## src/rtl/wdt_pkg.sv

```systemverilog
package wdt_pkg;

  localparam int OFS_W = 3;

  localparam logic [OFS_W-1:0] W_INT   = 3'd0;
  localparam logic [OFS_W-1:0] W_CTRL  = 3'd1;
  localparam logic [OFS_W-1:0] W_CNT   = 3'd2;
  localparam logic [OFS_W-1:0] W_MACT  = 3'd3;
  localparam logic [OFS_W-1:0] W_MATCH = 3'd4;
  localparam logic [OFS_W-1:0] W_MOUT  = 3'd5;
  localparam logic [OFS_W-1:0] W_PULSE = 3'd6;
  localparam logic [OFS_W-1:0] W_RSTAT = 3'd7;

  typedef enum logic [1:0] {
    MO_KEEP   = 2'd0,
    MO_LOW    = 2'd1,
    MO_HIGH   = 2'd2,
    MO_TOGGLE = 2'd3
  } matchOutMode_e;

  // Configuration levels and one-cycle strobes from control to datapath.
  typedef struct packed {
    logic          cntEn;
    logic          cntClr;
    logic          dbgFreeze;
    logic          irqOnMatch;
    logic          stopOnMatch;
    logic          intOnMatch;
    logic          extOnMatch;
    matchOutMode_e moMode;
    logic          flagClr;
    logic          moWr;
    logic          moWrVal;
    logic          forceInt;
    logic          forceExt;
  } wdtStrobe_t;

endpackage

```

## src/rtl/wdt_ctrl.sv

```systemverilog
module wdt_ctrl
  import wdt_pkg::*;
#(
  parameter int CNT_W   = 32,
  parameter int PULSE_W = 16,
  parameter int ADDR_W  = 8
) (
  input  logic               clk,
  input  logic               porRstN,
  input  logic               busSel,
  input  logic               busWr,
  input  logic [ADDR_W-1:0]  busAddr,
  input  logic [31:0]        busWData,
  output logic [31:0]        busRData,
  input  logic [CNT_W-1:0]   cntVal,
  input  logic               intFlag,
  input  logic               matchOut,
  input  logic               resStatus,
  input  logic               matchHit,
  output wdtStrobe_t         strobe,
  output logic [CNT_W-1:0]   matchVal,
  output logic [PULSE_W-1:0] pulseLen
);

  logic [OFS_W-1:0] wordIdx;
  logic             inRange;
  logic             wrAny;
  logic wrInt, wrCtrl, wrMact, wrMatch, wrMout, wrPulse;

  assign wordIdx = busAddr[4:2];
  assign inRange = (busAddr[ADDR_W-1:5] == '0) && (busAddr[1:0] == 2'b00);
  assign wrAny   = busSel && busWr && inRange;

  assign wrInt   = wrAny && (wordIdx == W_INT);
  assign wrCtrl  = wrAny && (wordIdx == W_CTRL);
  assign wrMact  = wrAny && (wordIdx == W_MACT);
  assign wrMatch = wrAny && (wordIdx == W_MATCH);
  assign wrMout  = wrAny && (wordIdx == W_MOUT);
  assign wrPulse = wrAny && (wordIdx == W_PULSE);

  logic          ctrlEn, ctrlClr, ctrlDbg;
  logic          actIrq, actStop, actInt, actExt;
  matchOutMode_e moMode;

  always_ff @(posedge clk or negedge porRstN) begin
    if (!porRstN) begin
      ctrlEn  <= 1'b0;
      ctrlClr <= 1'b0;
      ctrlDbg <= 1'b0;
    end else if (wrCtrl) begin
      ctrlEn  <= busWData[0];
      ctrlClr <= busWData[1];
      ctrlDbg <= busWData[2];
    end else if (matchHit && actStop) begin
      ctrlEn  <= 1'b0;
    end
  end

  always_ff @(posedge clk or negedge porRstN) begin
    if (!porRstN) begin
      actIrq  <= 1'b0;
      actStop <= 1'b0;
      actInt  <= 1'b0;
      actExt  <= 1'b0;
    end else if (wrMact) begin
      actIrq  <= busWData[0];
      actStop <= busWData[2];
      actInt  <= busWData[3];
      actExt  <= busWData[4];
    end
  end

  always_ff @(posedge clk or negedge porRstN) begin
    if (!porRstN) begin
      matchVal <= '0;
      pulseLen <= '0;
      moMode   <= MO_KEEP;
    end else begin
      if (wrMatch) matchVal <= busWData[CNT_W-1:0];
      if (wrPulse) pulseLen <= busWData[PULSE_W-1:0];
      if (wrMout)  moMode   <= matchOutMode_e'(busWData[5:4]);
    end
  end

  always_comb begin
    strobe.cntEn       = ctrlEn;
    strobe.cntClr      = ctrlClr;
    strobe.dbgFreeze   = ctrlDbg;
    strobe.irqOnMatch  = actIrq;
    strobe.stopOnMatch = actStop;
    strobe.intOnMatch  = actInt;
    strobe.extOnMatch  = actExt;
    strobe.moMode      = moMode;
    strobe.flagClr     = wrInt && busWData[0];
    strobe.moWr        = wrMout;
    strobe.moWrVal     = busWData[0];
    strobe.forceInt    = wrMact && busWData[5];
    strobe.forceExt    = wrMact && busWData[6];
  end

  always_comb begin
    busRData = '0;
    if (inRange) begin
      unique case (wordIdx)
        W_INT:   busRData = {31'd0, intFlag};
        W_CTRL:  busRData = {29'd0, ctrlDbg, ctrlClr, ctrlEn};
        W_CNT:   busRData = 32'(cntVal);
        W_MACT:  busRData = {27'd0, actExt, actInt, actStop, 1'b0, actIrq};
        W_MATCH: busRData = 32'(matchVal);
        W_MOUT:  busRData = {26'd0, moMode, 3'd0, matchOut};
        W_PULSE: busRData = 32'(pulseLen);
        W_RSTAT: busRData = {31'd0, resStatus};
        default: busRData = '0;
      endcase
    end
  end

  AST_STOP_CLEARS_ENABLE: assert property (@(posedge clk) disable iff (!porRstN)
    (matchHit && actStop && !wrCtrl) |=> !ctrlEn);

  AST_FORCE_NOT_STORED: assert property (@(posedge clk) disable iff (!porRstN)
    wrMact |=> (busRData[6:5] == 2'b00 || !(busSel && !busWr && inRange && wordIdx == W_MACT)));

endmodule

```

## src/rtl/wdt_datapath.sv

```systemverilog
module wdt_datapath
  import wdt_pkg::*;
#(
  parameter int CNT_W       = 32,
  parameter int PULSE_W     = 16,
  parameter int PULSE_EXTRA = 6
) (
  input  logic               clk,
  input  logic               porRstN,
  input  wdtStrobe_t         st,
  input  logic [CNT_W-1:0]   matchVal,
  input  logic [PULSE_W-1:0] pulseLen,
  input  logic               debugHalt,
  output logic [CNT_W-1:0]   cnt,
  output logic               matchHit,
  output logic               intFlag,
  output logic               matchOut,
  output logic               intRstReq,
  output logic               extRstN,
  output logic               resStatus
);

  localparam int XW = PULSE_W + $clog2(PULSE_EXTRA + 1);

  logic cntActive;
  logic swRise;
  logic intTrig, extTrig;
  logic extActive;
  logic [XW-1:0] extLeft;

  assign cntActive = st.cntEn && !st.cntClr && !(st.dbgFreeze && debugHalt);
  assign matchHit  = cntActive && (cnt == matchVal);

  always_ff @(posedge clk or negedge porRstN) begin
    if (!porRstN)                         cnt <= '0;
    else if (st.cntClr)                   cnt <= '0;
    else if (matchHit && st.stopOnMatch)  cnt <= '0;
    else if (cntActive)                   cnt <= cnt + 1'b1;
  end

  always_ff @(posedge clk or negedge porRstN) begin
    if (!porRstN)                           intFlag <= 1'b0;
    else if (matchHit && st.irqOnMatch)     intFlag <= 1'b1;
    else if (st.flagClr)                    intFlag <= 1'b0;
  end

  always_ff @(posedge clk or negedge porRstN) begin
    if (!porRstN) begin
      matchOut <= 1'b0;
    end else if (st.moWr) begin
      matchOut <= st.moWrVal;
    end else if (matchHit) begin
      unique case (st.moMode)
        MO_LOW:    matchOut <= 1'b0;
        MO_HIGH:   matchOut <= 1'b1;
        MO_TOGGLE: matchOut <= ~matchOut;
        default:   matchOut <= matchOut;
      endcase
    end
  end

  assign swRise  = st.moWr && st.moWrVal && !matchOut;
  assign intTrig = st.forceInt || (st.intOnMatch && (matchHit || swRise));
  assign extTrig = st.forceExt || (st.extOnMatch && matchHit);

  always_ff @(posedge clk or negedge porRstN) begin
    if (!porRstN) begin
      intRstReq <= 1'b0;
      resStatus <= 1'b0;
    end else begin
      intRstReq <= intTrig;
      resStatus <= resStatus || intTrig || extTrig;
    end
  end

  always_ff @(posedge clk or negedge porRstN) begin
    if (!porRstN) begin
      extActive <= 1'b0;
      extLeft   <= '0;
    end else if (!extActive) begin
      if (extTrig) begin
        extActive <= 1'b1;
        extLeft   <= XW'(pulseLen) + XW'(PULSE_EXTRA - 1);
      end
    end else if (extLeft == '0) begin
      extActive <= 1'b0;
    end else begin
      extLeft   <= extLeft - 1'b1;
    end
  end

  assign extRstN = !extActive;

  AST_CLR_ZEROES_COUNT: assert property (@(posedge clk) disable iff (!porRstN)
    st.cntClr |=> (cnt == '0));

  AST_FREEZE_HOLDS: assert property (@(posedge clk) disable iff (!porRstN)
    (st.dbgFreeze && debugHalt && !st.cntClr) |=> $stable(cnt));

  AST_MATCH_RAISES_FLAG: assert property (@(posedge clk) disable iff (!porRstN)
    (matchHit && st.irqOnMatch) |=> intFlag);

  AST_STATUS_STICKY: assert property (@(posedge clk) disable iff (!porRstN)
    resStatus |=> resStatus);

  AST_EXT_SETS_STATUS: assert property (@(posedge clk) disable iff (!porRstN)
    !extRstN |-> resStatus);

  AST_SW_INTERNAL_ONLY: assert property (@(posedge clk) disable iff (!porRstN)
    (swRise && st.intOnMatch && !st.forceExt && !matchHit && extRstN)
      |=> (intRstReq && extRstN));

endmodule

```

## src/rtl/wdt_match_reset.sv

```systemverilog
module wdt_match_reset
  import wdt_pkg::*;
#(
  parameter int CNT_W       = 32,
  parameter int PULSE_W     = 16,
  parameter int PULSE_EXTRA = 6,
  parameter int ADDR_W      = 8
) (
  input  logic              clk,
  input  logic              porRstN,
  input  logic              busSel,
  input  logic              busWr,
  input  logic [ADDR_W-1:0] busAddr,
  input  logic [31:0]       busWData,
  output logic [31:0]       busRData,
  input  logic              debugHalt,
  output logic              irq,
  output logic              matchOut,
  output logic              intRstReq,
  output logic              extRstN
);

  wdtStrobe_t         strobe;
  logic [CNT_W-1:0]   matchVal;
  logic [PULSE_W-1:0] pulseLen;
  logic [CNT_W-1:0]   cntVal;
  logic               matchHit;
  logic               intFlag;
  logic               resStatus;

  wdt_ctrl #(
    .CNT_W   (CNT_W),
    .PULSE_W (PULSE_W),
    .ADDR_W  (ADDR_W)
  ) uCtrl (
    .clk       (clk),
    .porRstN   (porRstN),
    .busSel    (busSel),
    .busWr     (busWr),
    .busAddr   (busAddr),
    .busWData  (busWData),
    .busRData  (busRData),
    .cntVal    (cntVal),
    .intFlag   (intFlag),
    .matchOut  (matchOut),
    .resStatus (resStatus),
    .matchHit  (matchHit),
    .strobe    (strobe),
    .matchVal  (matchVal),
    .pulseLen  (pulseLen)
  );

  wdt_datapath #(
    .CNT_W       (CNT_W),
    .PULSE_W     (PULSE_W),
    .PULSE_EXTRA (PULSE_EXTRA)
  ) uPath (
    .clk       (clk),
    .porRstN   (porRstN),
    .st        (strobe),
    .matchVal  (matchVal),
    .pulseLen  (pulseLen),
    .debugHalt (debugHalt),
    .cnt       (cntVal),
    .matchHit  (matchHit),
    .intFlag   (intFlag),
    .matchOut  (matchOut),
    .intRstReq (intRstReq),
    .extRstN   (extRstN),
    .resStatus (resStatus)
  );

  assign irq = intFlag;

endmodule

```

## config.mk

```make
export PLATFORM = sky130hd
export DESIGN_NAME = wdt_match_reset
export DESIGN_NICKNAME = d
export VERILOG_FILES = /design/src/rtl/wdt_pkg.sv /design/src/rtl/wdt_ctrl.sv /design/src/rtl/wdt_datapath.sv /design/src/rtl/wdt_match_reset.sv
export SDC_FILE = /design/constraint.sdc
export NUM_CORES = 1
export LEC_CHECK = 0
export BUFFER_PORTS_ARGS = -buffer_cell sky130_fd_sc_hd__buf_2
export CORE_ASPECT_RATIO = 1.4
export CORE_MARGIN = 4
export CORE_UTILIZATION = 40
export DETAILED_ROUTE_END_ITERATION = 7
export GPL_ROUTABILITY_DRIVEN = 0
export PLACE_DENSITY = 0.55
export SETUP_SLACK_MARGIN = 0.02
export SKIP_LAST_GASP = 1
export SYNTH_ARGS = -nofsm -noshare
export SYNTH_HDL_FRONTEND = slang
export SYNTH_SLANG_ARGS = --single-unit
export TNS_END_PERCENT = 30
```

## constraint.sdc

```tcl
create_clock -name clk -period 4.55 [get_ports clk]
set_input_delay 0.455 -clock clk [delete_from_list [all_inputs] [get_ports clk]]
set_output_delay 0.455 -clock clk [all_outputs]
set_load 0.1 [all_outputs]
```

==> impl_metrics.yaml <==
clock_network:
  tritoncts: "yes"
  root_buffer: "sky130_fd_sc_hd__clkbuf_16"
  cts.hold.buffers_added: 0
  cts.repair_timing.setup_buffer_count: 0
  cts_buffer_depth: 2
  number_of_buffers_added_by_the_clock_tree_synthesis_step: 17
  htree_num_levels: 4
  clock_pin_slew_worst_setup_and_hold_paths_ps: 50
  clock_insertion_delay_worst_skew_ps: 410
  clock_sinks: 113
  post_cts_resize_count: 0
logic_synthesis:
  synthTopCellsByArea: "sky130_fd_sc_hd__dfrtp_1 42%, sky130_fd_sc_hd__xor2_1 8.0%, sky130_fd_sc_hd__mux2_2 5.9%"
  syn_area_per_cell_um2: 9.78
  synth-main-ff-cell: "sky130_fd_sc_hd__dfrtp_1"
  seq_area_frac_synth_pct: 42.5
  yosys.area.top_type_share_pct: 42.5
  ys_seq_elements: 113
  synth_cell_type_count: 66
  post_synth_instance_area_um2: 6660
  syn_nets: 730
  top_cell_type_by_total_area_after_synthesis: "sky130_fd_sc_hd__dfrtp_1"
  synthArstFlopShare_pct: 100
  count_of_flip_flops_with_a_built_in_enable_after_synthesis: 0
  synthesis.instances: 681
  synth-warning-count: 0
worst_setup_path:
  crit_top_cell: "sky130_fd_sc_hd__buf_2"
  critical_path_arrival_ps: 2700
  critPathMaxStageDelay_ps: 540
  cp-start-kind: "input pin"
  critical_path.endpoint_type: "output port"
  worstPathCellList: "buf_2 > or4_4 > nor2_1 > nand2_1 > nor3_1 > buf_2"
  criticalPathCategory: "input pin to output port"
  critPathMaxFanout: 20
  cp.required_ps: 4090
  cp_slowest_cell: "sky130_fd_sc_hd__or4_4"
global_route:
  global_route_wire_length_before_repair_um: 29300
  globalRouteMet3Util_pct: 4.00
  grt_pass1_vias: 5538
  grt_util_met2_pct: 35.2
  use_met1_pct: 24.0
  globalRoute.totalOverflow: 0
  grt.total_usage_pct: 20.0
  layer_with_the_highest_usage_after_global_routing: "met2"
  grt_max_degree: 50
  grt_antenna_before_repair: 0
sta:
  timing_worst_slew_pin_value_ps: 1030
  finalHoldViolCount: 0
  post_route_minimum_period_ps: 3150
  slew_headroom_pct: 31.4
  final_max_slew_viol_count: 0
  grt_setup_unrepaired: "no"
  clock_skew_ps: 6.27
  fmax_ghz: 0.317
  count_of_endpoints_failing_setup_in_the_final_report: 0
  fin_crit_sh_pct: 69.2
  fin_setup_tns_ps: 0
route:
  drtAntennaViolNets: 0
  route.detailed.wl_per_inst_um: 18.6
  postRouteWirelength_um: 17900
  drtIter0Drc: 350
  drt_pass1_iterations: 5
  detailed_route_drc_error_count: 0
  drt-vias-per-instance: 5.57
  vias: 5352
cells_and_area:
  final_area_um2: 7780
  fin_nets: 799
  sequential_cell_area_um2: 2830
  multiInputGateArea_um2: 3620
  fill_cells: 1559
  layout-drive-gt1-share_pct: 22.2
  layout-area-overhead-vs-synth_pct: 16.8
  antennaDiodeCount: 0
  final_cells: 961
pwr:
  pwr_density_cell_nw_per_um2: 382
  power.ir.vdd_worst_mv: 0.211
  design_power_total_mw: 2.97
  total_leakage_power_nw: 3.75
placed_design:
  count_of_placed_standard_cells_including_taps: 930
  post-dp-hpwl_um: 13500
  port_buffers: 80
  post_dp_cell_area_um2: 7190
floorplanning:
  die_height_um: 161
  die_w_um: 117
  initial_utilization_pct: 41.0
  core_area_um2: 16200
  dieArea_um2: 18800
  io-pin-count: 81
  placement_rows: 55
min_path:
  worst_hold_path_type: "input pin to async pin"
outcome:
  run_status: "finished clean"
run:
  number_of_maximum_capacitance_violations: 0
per-layer routing:
metal  wire length, µm  share of wire [%]
met1              7350                 41
met2              9610                 54
met3               670                3.7
met4               274                1.5
met5                 0                  0
worst max-delay path, delay by kind of cell:
kind	cells	cell delay, ps
buf+inv	2	580
simple gates	4	1650
Yosys cell counts, drive strengths merged, types with 2 or more instances:
master,count
nor2b,4
a211o,2
dfrtp,113
ha,4
nand4,14
mux2,65
xnor2,17
a31oi,3
o22a,3
xor2,61
or3,4
o22ai,3
and2,9
nand2,50
a22oi,30
o21ai,21
a32o,2
clkbuf,22
nand3,23
or4,3
a21oi,9
nor4,19
nor2,100
and4,6
and3,6
a211oi,4
o41ai,4
o31ai,5
a22o,2
nor3b,2
nor3,16
buf,14
mux2i,6
inv,11
a21o,2
a221oi,5
o2bb2ai,3
power by group:
part | internal (mW) | total (mW) | switching (mW)
Sequential | 1.08 | 1.20 | 0.117
Clock | 0.872 | 1.32 | 0.446
Combinational | 0.185 | 0.452 | 0.268
layout by cell type, fill, tap and decap left out, types with 4 or more instances in the layout:
cell type                   instances
sky130_fd_sc_hd__nor4_1            14
sky130_fd_sc_hd__and4_1             6
sky130_fd_sc_hd__nand2_1           50
sky130_fd_sc_hd__ha_1               4
sky130_fd_sc_hd__xor2_1            61
sky130_fd_sc_hd__nor4_2             5
sky130_fd_sc_hd__mux2i_1            6
sky130_fd_sc_hd__inv_1             10
sky130_fd_sc_hd__buf_2             79
sky130_fd_sc_hd__o31ai_1            4
sky130_fd_sc_hd__nand4_1           14
sky130_fd_sc_hd__clkbuf_8           5
sky130_fd_sc_hd__o21ai_0           16
sky130_fd_sc_hd__clkbuf_16         17
sky130_fd_sc_hd__a22oi_1           30
sky130_fd_sc_hd__buf_4              7
sky130_fd_sc_hd__nor3_1            16
sky130_fd_sc_hd__xnor2_1           17
sky130_fd_sc_hd__clkbuf_1           4
sky130_fd_sc_hd__o21ai_1            5
sky130_fd_sc_hd__a221oi_1           4
sky130_fd_sc_hd__nor2b_1            4
sky130_fd_sc_hd__mux2_2            35
sky130_fd_sc_hd__and3_1             6
sky130_fd_sc_hd__dfrtp_1          113
sky130_fd_sc_hd__a21oi_1            9
sky130_fd_sc_hd__nor2_1            98
sky130_fd_sc_hd__nand3_1           22
sky130_fd_sc_hd__and2_1             9
sky130_fd_sc_hd__mux2_1            30
layout make-up:
type,count,area share (%)
Clock buffer,26,6.55
Clock inverter,5,0.965
Inverter,12,0.579
Multi-Input combinational cell,520,46.6
Sequential cell,113,36.4
Tap cell,199,3.20
Timing Repair Buffer,86,5.76
final timing paths:
path                       cells after the start  slack (ps)                           from                             end
setup / recovery                               6        1400                     busAddr[5]                     busRData[4]
hold / removal                                 1          80                        porRstN        uCtrl.actExt$_DFFE_PN0N_
setup reg to reg                               6        1510      uPath.cnt[12]$_DFFE_PN0P_       uPath.cnt[13]$_DFFE_PN0P_
hold reg to reg                                1         490  uPath.extLeft[17]$_DFFE_PN0P_   uPath.extLeft[17]$_DFFE_PN0P_
max in group asynchronous                      2        3460                        porRstN       uPath.cnt[15]$_DFFE_PN0P_
min in group clk                               2         260                   busWData[17]  uCtrl.matchVal[17]$_DFFE_PN0P_
kinds of logic after synthesis:
logic type | Yosys count | synth area share (%)
AO/OA/AOI/OAI | 104 | 11.7
buffers and inverters | 48 | 3.14
flip-flops | 113 | 42.5
adder cells (fa/ha/maj) | 4 | 0.752
XOR/XNOR | 78 | 10.3
multiplexers | 71 | 11.9
AND/OR/NAND/NOR | 263 | 19.8
state kept, by name, summed over array words and instances (netlist names):
| signal | count |
|---|---|
| uCtrl.matchVal | 32 |
| uPath.cnt | 32 |
| uPath.extLeft | 19 |
| uCtrl.pulseLen | 16 |
| uCtrl.moMode | 2 |
| uCtrl.actExt | 1 |
| uCtrl.actInt | 1 |
| uCtrl.actIrq | 1 |
| uCtrl.actStop | 1 |
| uCtrl.ctrlClr | 1 |
| uCtrl.ctrlDbg | 1 |
| uCtrl.ctrlEn | 1 |
| uPath.extActive | 1 |
| uPath.intFlag | 1 |
| uPath.intRstReq | 1 |
| uPath.matchOut | 1 |
| uPath.resStatus | 1 |
through the flow:
stage,hold slack [ps],setup slack [ps],utilization (%)
2_1_floorplan,159,568,-
3_3_place_gp,472,1410,44.3
3_5_place_dp,471,1370,44.3
4_1_cts,106,1370,47.9
5_1_grt,120,1230,47.9
6_report,79.8,1400,47.9
(Power assumes the default switching activity.)
